<file path="config.mk">
export PLATFORM = sky130hd
export DESIGN_NAME = host_reset_seq
export DESIGN_NICKNAME = d
export VERILOG_FILES = /design/src/rtl/hrs_pkg.sv /design/src/rtl/hrs_pg_sync.sv /design/src/rtl/hrs_ms_timer.sv /design/src/rtl/hrs_ctrl_reg.sv /design/src/rtl/host_reset_seq.sv
export SDC_FILE = /design/constraint.sdc
export NUM_CORES = 1
export LEC_CHECK = 0
export BUFFER_PORTS_ARGS = -buffer_cell sky130_fd_sc_hd__buf_4
export CAP_MARGIN = 20
export CORE_MARGIN = 3
export CORE_UTILIZATION = 40
export DETAILED_ROUTE_END_ITERATION = 16
export GPL_ROUTABILITY_DRIVEN = 0
export PLACE_DENSITY = 0.68
export SYNTH_ARGS = -nofsm -noshare
export SYNTH_HDL_FRONTEND = slang
export SYNTH_SLANG_ARGS = --single-unit
export TNS_END_PERCENT = 1
</file>
<file path="constraint.sdc">
create_clock -name clk -period 4.03 [get_ports clk]
set_input_delay 1.209 -clock clk [delete_from_list [all_inputs] [get_ports clk]]
set_output_delay 1.209 -clock clk [all_outputs]
set_load 0.1 [all_outputs]
</file>
<file path="src/rtl/hrs_pkg.sv">
// Shared types for the host reset sequencer.
// Assumes nothing beyond the enum encoding being private to the block.
package hrs_pkg;
    typedef enum logic [1:0] {
        ST_OFF    = 2'd0,  // power-good low: everything held in reset
        ST_PWRUP  = 2'd1,  // timed release after power-good
        ST_RUN    = 2'd2,  // normal operation
        ST_SWHARD = 2'd3   // software-requested hard reset pulse
    } seq_state_e;
endpackage

</file>
<file path="src/rtl/hrs_pg_sync.sv">
// Two-flop synchronizer for the asynchronous power-good level.
// Assumes the input is a slow level; a glitch shorter than a clock may be lost.
module hrs_pg_sync (
    input  logic clk,
    input  logic rst_n,
    input  logic async_in,
    output logic sync_out
);
    logic meta_q;

    // Shift the async level through two host-clock flops.
    always_ff @(posedge clk) begin
        if (!rst_n) begin
            meta_q   <= 1'b0;
            sync_out <= 1'b0;
        end else begin
            meta_q   <= async_in;
            sync_out <= meta_q;
        end
    end
endmodule

</file>
<file path="src/rtl/hrs_ms_timer.sv">
// Saturating window timer measured in host clocks.
// Restarts from zero on clr; flags one and two millisecond points.
// Assumes CYC_PER_MS >= 1.
module hrs_ms_timer #(
    parameter int CYC_PER_MS = 66000
) (
    input  logic clk,
    input  logic rst_n,
    input  logic clr,
    output logic one_ms,
    output logic two_ms
);
    localparam int TWO_MS = 2 * CYC_PER_MS;
    localparam int CW     = $clog2(TWO_MS + 1);
    localparam logic [CW-1:0] LAST = CW'(TWO_MS - 1);
    localparam logic [CW-1:0] HALF = CW'(CYC_PER_MS);

    logic [CW-1:0] cnt_q;

    // Count up from zero after clr and hold at the final cycle.
    always_ff @(posedge clk) begin
        if (!rst_n || clr) begin
            cnt_q <= '0;
        end else if (cnt_q != LAST) begin
            cnt_q <= cnt_q + 1'b1;
        end
    end

    assign one_ms = (cnt_q >= HALF);
    assign two_ms = (cnt_q == LAST);

    // the window counter never runs past its final value
    a_r4_timer_bound: assert property (@(posedge clk) disable iff (!rst_n)
        cnt_q <= LAST);
endmodule

</file>
<file path="src/rtl/hrs_ctrl_reg.sv">
// I/O-mapped reset control register with 0-to-1 edge detection on the
// request bit. Emits a one-cycle hard or soft request pulse per edge.
// Assumes a single-cycle write strobe; clr holds the register at zero.
module hrs_ctrl_reg #(
    parameter logic [15:0] REG_ADDR = 16'h0CF9,
    parameter int          DW       = 8,
    parameter int          HEN_BIT  = 1,
    parameter int          REQ_BIT  = 2
) (
    input  logic          clk,
    input  logic          rst_n,
    input  logic          clr,
    input  logic          io_wr,
    input  logic [15:0]   io_addr,
    input  logic [DW-1:0] io_wdata,
    output logic [DW-1:0] io_rdata,
    output logic          hard_req,
    output logic          soft_req
);
    logic hen_q;
    logic req_q;
    logic hit;

    assign hit = io_wr && (io_addr == REG_ADDR);

    // Store the two control bits and flag a fresh rising request.
    always_ff @(posedge clk) begin
        if (!rst_n || clr) begin
            hen_q    <= 1'b0;
            req_q    <= 1'b0;
            hard_req <= 1'b0;
            soft_req <= 1'b0;
        end else begin
            hard_req <= 1'b0;
            soft_req <= 1'b0;
            if (hit) begin
                hen_q <= io_wdata[HEN_BIT];
                req_q <= io_wdata[REQ_BIT];
                if (io_wdata[REQ_BIT] && !req_q) begin
                    hard_req <= io_wdata[HEN_BIT];
                    soft_req <= !io_wdata[HEN_BIT];
                end
            end
        end
    end

    // Present the stored bits at their write positions.
    always_comb begin
        io_rdata          = '0;
        io_rdata[HEN_BIT] = hen_q;
        io_rdata[REQ_BIT] = req_q;
    end

    // a request edge yields exactly one kind of reset
    a_r7_one_kind: assert property (@(posedge clk) disable iff (!rst_n)
        !(hard_req && soft_req));
    // power loss leaves the register empty
    a_r11_clear: assert property (@(posedge clk) disable iff (!rst_n)
        clr |=> (io_rdata == '0));
endmodule

</file>
<file path="src/rtl/host_reset_seq.sv">
// Host reset sequencer: drives processor hard reset, processor INIT and
// peripheral-bus reset from power-good, a control register and shutdown.
// Assumes init_done is synchronous to clk; CYC_PER_MS and INIT_CYC >= 2.
module host_reset_seq
    import hrs_pkg::*;
#(
    parameter int          CYC_PER_MS = 66000,
    parameter int          INIT_CYC   = 2,
    parameter logic [15:0] REG_ADDR   = 16'h0CF9
) (
    input  logic        clk,
    input  logic        rst_n,
    input  logic        pwr_good_async,
    input  logic        init_done,
    input  logic        shutdown_cyc,
    input  logic        io_wr,
    input  logic [15:0] io_addr,
    input  logic [7:0]  io_wdata,
    output logic [7:0]  io_rdata,
    output logic        cpu_hard_rst,
    output logic        cpu_init,
    output logic        pbus_rst
);
    localparam int IW = $clog2(INIT_CYC + 1);

    seq_state_e    state_q;
    logic          pg_s;
    logic          one_ms;
    logic          two_ms;
    logic          tmr_clr;
    logic          hard_req;
    logic          soft_req;
    logic [IW-1:0] init_cnt_q;

    hrs_pg_sync u_sync (
        .clk      (clk),
        .rst_n    (rst_n),
        .async_in (pwr_good_async),
        .sync_out (pg_s)
    );

    hrs_ms_timer #(.CYC_PER_MS(CYC_PER_MS)) u_timer (
        .clk    (clk),
        .rst_n  (rst_n),
        .clr    (tmr_clr),
        .one_ms (one_ms),
        .two_ms (two_ms)
    );

    hrs_ctrl_reg #(.REG_ADDR(REG_ADDR), .DW(8)) u_reg (
        .clk      (clk),
        .rst_n    (rst_n),
        .clr      (!pg_s),
        .io_wr    (io_wr),
        .io_addr  (io_addr),
        .io_wdata (io_wdata),
        .io_rdata (io_rdata),
        .hard_req (hard_req),
        .soft_req (soft_req)
    );

    // Restart the window on power-up entry and on an accepted hard request.
    assign tmr_clr = (state_q == ST_OFF) || ((state_q == ST_RUN) && hard_req);

    // Sequence power-up, normal running and software hard resets.
    always_ff @(posedge clk) begin
        if (!rst_n || !pg_s) begin
            state_q <= ST_OFF;
        end else begin
            case (state_q)
                ST_OFF:    state_q <= ST_PWRUP;
                ST_PWRUP:  if (two_ms && init_done) state_q <= ST_RUN;
                ST_RUN:    if (hard_req) state_q <= ST_SWHARD;
                ST_SWHARD: if (two_ms) state_q <= ST_RUN;
                default:   state_q <= ST_OFF;
            endcase
        end
    end

    // Time the INIT pulse from a soft request or a shutdown cycle.
    always_ff @(posedge clk) begin
        if (!rst_n || !pg_s) begin
            init_cnt_q <= '0;
        end else if ((state_q == ST_RUN) && (soft_req || shutdown_cyc)) begin
            init_cnt_q <= IW'(INIT_CYC);
        end else if (init_cnt_q != '0) begin
            init_cnt_q <= init_cnt_q - 1'b1;
        end
    end

    assign cpu_hard_rst = (state_q != ST_RUN);
    assign pbus_rst     = (state_q == ST_OFF) || ((state_q == ST_PWRUP) && !one_ms);
    assign cpu_init     = (init_cnt_q != '0);

    // peripheral reset follows a low synchronized power-good
    a_r2_pbus_off: assert property (@(posedge clk) disable iff (!rst_n)
        !pg_s |=> pbus_rst);
    // hard reset is already active when power-good comes up
    a_r4_hard_on_rise: assert property (@(posedge clk) disable iff (!rst_n)
        $rose(pg_s) |=> cpu_hard_rst);
    // the peripheral bus is out of reset before the processor leaves it
    a_r3_pbus_first: assert property (@(posedge clk) disable iff (!rst_n)
        $fell(cpu_hard_rst) |-> !pbus_rst);
    // INIT lasts at least two host clocks
    a_r9_init_min: assert property (@(posedge clk) disable iff (!rst_n)
        $rose(cpu_init) |=> cpu_init);
endmodule

</file>
==> impl_metrics.env, run 1 <==
export IMPL_antenna_found_initial=0
export IMPL_num_antenna_cells=0
export IMPL_rows=21
export IMPL_ctsResizeCount=0
export IMPL_hold_path_cell_count=1
export IMPL_grt_max_degree=16
export IMPL_cts_hold_buf=0
export IMPL_clk_pin_slew_ps=150
export IMPL_dr_pass1_iters=4
export IMPL_cts_root_buf="clkbuf_4"
export IMPL_power_density_nw_per_um2=263
export IMPL_ir_drop_mv=0.219
export IMPL_rr_worst_depth=5
export IMPL_outcome="completed"
export IMPL_clkPwrFrac=0.260
export IMPL_regArea_um2=561
export IMPL_setup_violations=0
export IMPL_utilization=0.496
export IMPL_worst_setup_path_end_kind="output port"
export IMPL_yosys_top_cells_area="dfxtp_1 39%, nand4b_1 4.2%, xnor2_1 4.2%"
export IMPL_synth_area_um2=1450
export IMPL_multi_input_area_um2=817
export IMPL_avgSynthCellArea_um2=8.59
export IMPL_critPathMaxFanout=6
export IMPL_io_pins=41
export IMPL_ys_seq_elements=28
export IMPL_via_per_inst=5.62
export IMPL_cts_tree="built"
export IMPL_reg2reg_setup_slack_ps=2290
export IMPL_r2r_end="u_timer.cnt_q[16]"
export IMPL_drcViolationCount=0
export IMPL_max_freq_ghz=0.290
export IMPL_cts_buffer_depth=2
export IMPL_r2r_start="u_timer.cnt_q[0]"
export IMPL_maxSlewHeadroom=0.645
export IMPL_synth_async_reset_ratio=0
export IMPL_path_cells="nor4_1 > nand2_1 > o311a_1 > a211oi_2 > buf_4"
export IMPL_grt_use_total=0.157
export IMPL_hp_start="u_sync.meta_q"
export IMPL_hpwl_um=2430
export IMPL_routed_via_count=1348
export IMPL_ant_nets=0
export IMPL_ys_warn_count=0
export IMPL_grt_pass1_vias=1304
export IMPL_finalHoldViolCount=0
export IMPL_leakage_nw=0.594
export IMPL_synth_area_leader_cell="dfxtp_1"
export IMPL_combPwrFrac=0.114
export IMPL_slowest_stage="dfxtp_1"
export IMPL_drtIter0Drc=61
export IMPL_coreArea_um2=3420
export IMPL_n_fill_cell=343
export IMPL_dieArea_um2=4390
export IMPL_synthesis_instances=169
export IMPL_cp_start_kind="flip-flop"
export IMPL_worstMarginPinSlew_ps=526
export IMPL_die_y_um=66.2
export IMPL_post_cts_repair_setup_buffers=0
export IMPL_port_buffers=28
export IMPL_finalCritPeriodShare=0.856
export IMPL_hp_class="reg -> reg"
export IMPL_final_max_slew_violation_count=0
export IMPL_synth_top_area_frac=0.386
export IMPL_fin_skew_ps=8.04
export IMPL_whs_endpoint="u_sync.sync_out"
export IMPL_intPower_w=0.000331
export IMPL_p_sw_frac=0.259
export IMPL_synth_enable_flop_cells=0
export IMPL_rsz0062_at_grt="no"
export IMPL_synth_cell_types=42
export IMPL_final_nets=228
export IMPL_crit_cells=5
export IMPL_syn_to_final_growth_pct=16.7
export IMPL_cp_num_buf_inv=1
export IMPL_power_switching_w=0.000115
export IMPL_drt_wl_total_um=3140
export IMPL_maxCapViolations=0
export IMPL_seq_area_frac_synth=0.386
export IMPL_fin_tns_setup_ps=0
export IMPL_worstSetupPathType="reg -> out"
export IMPL_cts_sinks=28
export IMPL_crit_family="simple AND/OR/NAND/NOR gates"
export IMPL_grt_first_pass_wirelength_um=5460
export IMPL_clock_latency_ps=330
export IMPL_p_seq_frac=0.626
export IMPL_max_stage_delay_ps=390
export IMPL_wl_per_cell_um=13.1
export IMPL_final_layout_size_suffix_gt1_frac=0.211
export IMPL_arrival_ps=2240
export IMPL_start_util=0.425
export IMPL_die_w_um=66.2
export IMPL_cts_buffers=3
export IMPL_period_needed_ps=3450
export IMPL_required_ps=2820
export IMPL_ys_flop_type="dfxtp_1"
export IMPL_cts_htree_levels=1
export IMPL_grt_overflow_total=0
-- per-stage QoR --
| stage | cells | power [W] | area (µm²) | setup WS, ps | hold slack (ps) |
|---|---|---|---|---|---|
| finish | 240 | 0.000446 | 1690 | 579 | 475 |
| CTS | 240 | 0.000449 | 1690 | 578 | 477 |
| floorplan | 174 | 0.000322 | 1480 | 419 | 412 |
| detailed placement | 237 | 0.000336 | 1670 | 972 | 444 |
| global placement | 237 | 0.000335 | 1670 | 982 | 417 |
| global route | 240 | 0.000458 | 1690 | 373 | 497 |
-- kinds of logic (layout without fill, tap and decap cells) --
| group | count (synthesis) | in the layout | synth area share |
|---|---|---|---|
| AO/OA/AOI/OAI | 26 | 26 | 0.114 |
| XOR/XNOR | 8 | 8 | 0.0483 |
| flip-flops | 28 | 28 | 0.386 |
| AND/OR/NAND/NOR | 85 | 85 | 0.358 |
| adder cells (fa/ha/maj) | 2 | 2 | 0.0172 |
| multiplexers | 1 | 1 | 0.00690 |
| other | 1 | 6 | 0.00258 |
| buffers and inverters | 18 | 38 | 0.0672 |
-- cell type report --
| class | count | area share |
|---|---|---|
| inverter | 7 | 0.0155 |
| clock buffer | 3 | 0.0133 |
| tap | 46 | 0.0340 |
| timing repair buffer | 28 | 0.124 |
| multi-input combinational | 128 | 0.482 |
| sequential | 28 | 0.331 |
-- cell usage in the layout (no fill, tap or decap), types with 2 or more instances in the layout --
cell      count
nor3_1        7
or2_2         2
nand3_1      11
or3_1         3
ha_1          2
o21ai_0       7
nor4_1        6
clkbuf_4      3
nand2_1      12
buf_4        28
a21oi_1       8
and3_1        2
nand4b_1      7
inv_1         7
o211ai_1      2
nor4b_1       4
and2_1        3
xnor2_1       7
nand4_1       4
nand2b_1      2
nor2_1       12
a31oi_1       2
conb_1        6
dfxtp_1      28
-- registers in the layout (all words and copies together), names as in the netlist --
signal	cells
u_sync.sync_out	1
u_sync.meta_q	1
u_timer.cnt_q	18
u_reg.hen_q	1
u_reg.hard_req	1
u_reg.req_q	1
init_cnt_q	2
u_reg.soft_req	1
state_q	2
-- power groups by stage --
| stage | combinational (W) | clock [W] | sequential, W |
|---|---|---|---|
| after floorplan | 0.0000365 | 0 | 0.000285 |
| after global placement | 0.0000495 | 0 | 0.000285 |
| after CTS | 0.0000507 | 0.000119 | 0.000279 |
| after detailed placement | 0.0000507 | 0 | 0.000285 |
| final | 0.0000508 | 0.000116 | 0.000279 |
| after global routing | 0.0000534 | 0.000125 | 0.000280 |
-- per-layer routing --
layer	GRT usage	wire length, µm	vias up
li1	-	-	659
met1	0.193	1380	640
met2	0.266	1530	45
met3	0.0459	207	4
met4	0.0381	22	0
met5	0	0	-
-- worst max path at each step --
stage                      startpoint  endpoint  slack (ps)
floorplan           u_timer.cnt_q[10]  pbus_rst         420
global placement    u_timer.cnt_q[10]  pbus_rst         980
detailed placement  u_timer.cnt_q[10]  pbus_rst         970
CTS                 u_timer.cnt_q[10]  pbus_rst         580
global route        u_timer.cnt_q[10]  pbus_rst         370
finish              u_timer.cnt_q[10]  pbus_rst         580
-- cell usage after synthesis (all sizes together) (3+ instances only) --
| master | instances |
|---|---|
| dfxtp | 28 |
| nand4b | 7 |
| xnor2 | 7 |
| a21oi | 8 |
| nor3 | 7 |
| nor4b | 4 |
| and2 | 3 |
| nor2 | 12 |
| nand2 | 12 |
| or3 | 5 |
| nand3 | 11 |
| and3 | 3 |
| buf | 8 |
| clkbuf | 3 |
| o21ai | 7 |
| nand4 | 5 |
| inv | 7 |
| nor4 | 6 |
No activity file was read; power rests on OpenSTA's default activity.
==> run 2: changes to the inputs <==
- ABC_AREA: not set -> 1
- PLACE_DENSITY: 0.68 -> 0.67
==> run 2 against run 1 <==
Compared with the run above:
- clock power rose by 89%
- non-clock buffer count did not move
- critical path depth rose by 3
- synthesized cell count rose by 33%
- count of clock-buffer cells in the layout did not move
- clock skew fell by 5.0 ps
- final cell count rose by 25%
==> impl_metrics.env, run 2 <==
export IMPL_fin_skew_ps=3.07
export IMPL_multi_input_area_um2=807
export IMPL_drtIter0Drc=64
export IMPL_rows=22
export IMPL_clock_latency_ps=270
export IMPL_seq_area_frac_synth=0.361
export IMPL_place_area_um2=1780
export IMPL_maxCapViolations=0
export IMPL_setup_violations=0
export IMPL_whs_endpoint="u_sync.sync_out"
export IMPL_routed_via_count=1393
export IMPL_largestRegisters="u_timer.cnt_q x18, init_cnt_q x2, state_q x2"
export IMPL_start_util=0.421
export IMPL_reg2reg_setup_slack_ps=2510
export IMPL_synth_commonest_cells="34 x nand2_1, 32 x nor2_1, 30 x inv_1, 28 x dfxtp_1, 18 x a21oi_1"
export IMPL_r2r_end="u_timer.cnt_q[0]"
export IMPL_avgSynthCellArea_um2=6.93
export IMPL_synth_cell_types=31
export IMPL_finalCritPeriodShare=0.721
export IMPL_most_common_layout_cells="34 x nand2_1, 32 x nor2_1, 30 x inv_1"
export IMPL_synth_top_area_frac=0.361
export IMPL_coreArea_um2=3690
export IMPL_post_cts_repair_setup_buffers=0
export IMPL_cts_root_buf="clkbuf_8"
export IMPL_worst_setup_path_end_kind="output port"
export IMPL_synth_area_um2=1550
export IMPL_num_antenna_cells=0
export IMPL_ys_flop_type="dfxtp_1"
export IMPL_synthesis_instances=224
export IMPL_grt_use_total=0.150
export IMPL_hp_start="u_sync.meta_q"
export IMPL_ys_warn_count=0
export IMPL_grt_first_pass_wirelength_um=5420
export IMPL_top_register="u_timer.cnt_q"
export IMPL_ctsResizeCount=0
export IMPL_cts_buffers=3
export IMPL_ys_seq_elements=28
export IMPL_mostFrequentLayoutCell="nand2_1"
export IMPL_ant_nets=0
export IMPL_synth_area_leader_cell="dfxtp_1"
export IMPL_period_needed_ps=2910
export IMPL_dieArea_um2=4670
export IMPL_dr_pass1_iters=4
export IMPL_n_fill_cell=376
export IMPL_grt_overflow_total=0
export IMPL_fin_tns_setup_ps=0
export IMPL_synth_enable_flop_cells=0
export IMPL_die_y_um=68.3
export IMPL_final_area_um2=1850
export IMPL_final_layout_size_suffix_gt1_frac=0.222
export IMPL_antenna_found_initial=0
export IMPL_io_pins=41
export IMPL_drt_wl_total_um=3170
export IMPL_finalHoldViolCount=0
export IMPL_max_freq_ghz=0.344
export IMPL_outcome="completed"
export IMPL_via_per_inst=4.64
export IMPL_cts_buffer_depth=2
export IMPL_critPathMaxFanout=6
export IMPL_hp_class="reg -> reg"
export IMPL_yosys_top_cells_area="dfxtp_1 36%, nand2_1 8.2%, nor2_1 7.7%"
export IMPL_rsz0062_at_grt="no"
export IMPL_cts_hold_buf=0
export IMPL_regArea_um2=561
export IMPL_syn_to_final_growth_pct=19.0
export IMPL_cts_sinks=28
export IMPL_hold_path_cell_count=2
export IMPL_die_w_um=68.3
export IMPL_largest_reg_flops=18
export IMPL_arrival_ps=1700
export IMPL_cts_tree="built"
export IMPL_place_inst=296
export IMPL_cts_htree_levels=1
export IMPL_final_max_slew_violation_count=0
export IMPL_worstSetupPathType="reg -> out"
export IMPL_drcViolationCount=0
export IMPL_hpwl_um=2490
export IMPL_wl_per_cell_um=10.6
export IMPL_utilization=0.501
export IMPL_grt_pass1_vias=1267
export IMPL_grt_max_degree=17
export IMPL_rr_worst_depth=8
export IMPL_power_density_nw_per_um2=296
export IMPL_required_ps=2820
export IMPL_cp_start_kind="flip-flop"
export IMPL_leakage_nw=0.713
export IMPL_synthMostInstantiatedCell="nand2_1"
export IMPL_r2r_start="u_timer.cnt_q[0]"
export IMPL_synth_async_reset_ratio=0
export IMPL_clk_pin_slew_ps=90
export IMPL_final_nets=285
export IMPL_ir_drop_mv=0.301
export IMPL_port_buffers=28
export IMPL_final_cells=300
==> run 2: cell count changes after synthesis, sizes merged, moves of 7 or more <==
cell	previous run	this run
nand2	12	38
a21oi	8	19
nand4b	7	0
nor2	12	40
inv	7	36
==> run 2: power by group <==
group | switching [W] | internal (W) | total (W) | leakage, nW
registers | 0.000000809 | 0.000278 | 0.000279 | 0.226
clock network | 0.0000857 | 0.000133 | 0.000219 | 0.0357
logic | 0.0000324 | 0.0000165 | 0.0000489 | 0.451
==> run 2: kinds of logic after synthesis <==
family | synth area share
compound gates | 0.115
flops | 0.361
buf+inv | 0.131
xor+xnor | 0.0282
other cells | 0.00242
fa+ha+maj | 0.0161
simple gates | 0.346
==> run 2: worst max-delay path, cell delays in order, from the launching register on <==
cell     delay, ps
dfxtp_1        350
nand2_1        190
inv_1           60
nand2_1         90
a21oi_1         60
o21ai_0        160
nand2_1         80
a21oi_1        130
buf_4          310
==> run 2: how the worst max path moves through the flow <==
stage / startpoint / end
floorplan: u_timer.cnt_q[8] / pbus_rst
global placement: u_timer.cnt_q[7] / pbus_rst
detailed placement: u_timer.cnt_q[8] / pbus_rst
CTS: u_timer.cnt_q[7] / pbus_rst
global route: u_timer.cnt_q[8] / pbus_rst
finish: u_timer.cnt_q[7] / pbus_rst
==> run 2: layer usage <==
layer  up-vias  part of all wire  track usage
li1        754                 -            -
met1       601              0.49        0.193
met2        34              0.45        0.252
met3         4             0.060       0.0460
met4         0            0.0073       0.0223
met5         -                 0            0
==> run 2: final cells by class <==
class | instances | area share
clock buffers | 3 | 0.0223
clock inverters | 1 | 0.0162
flip-flops and latches | 28 | 0.303
well taps | 48 | 0.0325
inverters | 37 | 0.0752
repair buffers | 28 | 0.114
multi-input cells | 155 | 0.437
==> run 2: stage by stage <==
step	hold WS, ps	total power [W]	setup WS, ps
after CTS	425	0.000553	1120
final	421	0.000546	1120
after floorplan	390	0.000320	550
after global routing	439	0.000564	1010
after detailed placement	403	0.000334	1450
after global placement	394	0.000334	1430
==> run 3: changes to the inputs <==
- PLACE_DENSITY: 0.67 -> 0.7
- clock period: 4.03 -> 2.3 ns (I/O delays scaled with it)
==> run 3 against run 2 <==
Compared with the run above:
- utilization rose by 1.2 points
- hold slack better by 5.5 ps
- via count is 3.0% higher
- sequential share of layout area down 0.37 points
- first-iteration DRC count grew 75%
- count of clock-buffer cells in the layout increased by 1
- critical path depth is 2 lower
- critical path type unchanged
- largest cell class unchanged
==> impl_metrics.env, run 3 (synthesized netlist as in run 2, its figures left out) <==
export IMPL_place_ws_ps=281
export IMPL_port_buffers=28
export IMPL_cts_sinks=28
export IMPL_cts_buffers=3
export IMPL_slowest_stage="dfxtp_1"
export IMPL_rows=22
export IMPL_max_stage_delay_ps=370
export IMPL_critPathMaxFanout=5
export IMPL_setup_violations=0
export IMPL_grtUsageMet2=0.242
export IMPL_most_common_layout_cells="34 x nand2_1, 30 x buf_4, 29 x inv_1, 29 x nor2_1, 23 x dfxtp_1"
export IMPL_coreArea_um2=3690
export IMPL_clk_pin_slew_ps=90
export IMPL_outcome="completed"
export IMPL_start_util=0.421
export IMPL_top_usage_layer="met2"
export IMPL_hold_path_cell_count=2
export IMPL_io_pins=41
export IMPL_cts_tree="built"
export IMPL_drtIter0Drc=112
export IMPL_cts_root_buf="clkbuf_8"
export IMPL_path_cells="nor2_2 > nand4_1 > o21ai_1 > nand2_1 > a21oi_4 > buf_12"
export IMPL_grt_first_pass_wirelength_um=5440
export IMPL_hpwl_um=2540
export IMPL_num_antenna_cells=0
export IMPL_worst_setup_path_end_kind="output port"
export IMPL_fin_skew_ps=6.52
export IMPL_die_y_um=68.3
export IMPL_grt_overflow_total=0
export IMPL_max_freq_ghz=0.454
export IMPL_dr_pass1_iters=4
export IMPL_dieArea_um2=4670
export IMPL_worstSetupPathType="reg -> out"
export IMPL_use_met1=0.203
export IMPL_finalCritPeriodShare=0.959
export IMPL_grt_pass1_vias=1306
export IMPL_syn_to_final_growth_pct=21.8
export IMPL_cts_htree_levels=1
export IMPL_reg2reg_setup_slack_ps=780
export IMPL_wl_per_cell_um=10.8
export IMPL_largestRegisters="u_timer.cnt_q x18, init_cnt_q x2, state_q x2"
export IMPL_ant_nets=0
export IMPL_arrival_ps=1510
export IMPL_final_max_slew_violation_count=0
export IMPL_required_ps=1610
export IMPL_maxCapViolations=0
export IMPL_die_w_um=68.3
export IMPL_largest_reg_flops=18
export IMPL_mostFrequentLayoutCell="nand2_1"
export IMPL_routed_via_count=1435
export IMPL_rr_worst_depth=8
export IMPL_hp_class="reg -> reg"
export IMPL_clock_latency_ps=270
export IMPL_met3_usage=0.0509
export IMPL_grt_use_total=0.154
export IMPL_finalHoldViolCount=0
export IMPL_antenna_found_initial=0
export IMPL_finalHoldWorstSlack_ps=427
export IMPL_cp_start_kind="flip-flop"
export IMPL_ir_drop_mv=0.437
export IMPL_top_register="u_timer.cnt_q"
export IMPL_final_nets=288
export IMPL_period_needed_ps=2200
export IMPL_drcViolationCount=0
export IMPL_power_density_nw_per_um2=464
export IMPL_leakage_nw=0.733
export IMPL_grt_max_degree=16
export IMPL_utilization=0.513
export IMPL_final_layout_size_suffix_gt1_frac=0.271
export IMPL_via_per_inst=4.74
export IMPL_drt_wl_total_um=3280
export IMPL_cts_buffer_depth=2
export IMPL_worst_slack_ps=95.3
==> run 3: cell types whose count changed in the layout (fill, tap and decap cells not counted), sizes merged <==
| cell | change |
|---|---|
| buf | +3 |
| bufinv | -1 |
| clkbuf | +1 |
==> run 3: worst paths after layout <==
path / from / endpoint
worst min register to register: u_sync.meta_q / u_sync.sync_out
worst max-delay path: u_timer.cnt_q[11] / pbus_rst
worst min-delay path: u_sync.meta_q / u_sync.sync_out
worst max register to register: u_timer.cnt_q[0] / u_timer.cnt_q[16]
==> run 3: layout make-up <==
| class | instances | area, µm² |
|---|---|---|
| clock buffers | 4 | 55.1 |
| fillers | 402 | 1800 |
| inverters | 37 | 139 |
| multi-input cells | 155 | 826 |
| flip-flops and latches | 28 | 567 |
| well taps | 48 | 60.1 |
| repair buffers | 31 | 245 |
==> run 3: metal layers <==
metal,share of wire,up-vias
met4,0.0052,0
li1,-,759
met5,0,-
met3,0.053,2
met1,0.48,642
met2,0.46,32
==> run 3: critical path: cells and delay by family, from the launching register on <==
family	cells	cell delay (ps)
AO/OA/AOI/OAI	2	300
buffers and inverters	1	190
flip-flops	1	370
AND/OR/NAND/NOR	3	370
==> run 3: power by group <==
group | switching (W) | leakage [nW] | internal, W
sequential | 0.00000164 | 0.229 | 0.000487
clock | 0.000151 | 0.0288 | 0.000153
combinational | 0.0000570 | 0.476 | 0.0000289
==> run 3: per-stage QoR <==
stage	total power, W	instances	TNS (ps)	area, µm²
floorplan	0.000561	229	0	1580
global placement	0.000585	297	0	1800
detailed placement	0.000586	297	0	1800
CTS	0.000895	301	0	1850
global route	0.000922	303	-45.4	1890
finish	0.000879	303	0	1890
==> run 3: what timing repair did <==
item	CTS	global route
setup endpoints to repair	1	1
hold buffers	0	0
setup buffers	0	2
pin swaps	0	3
gates resized for setup	1	12
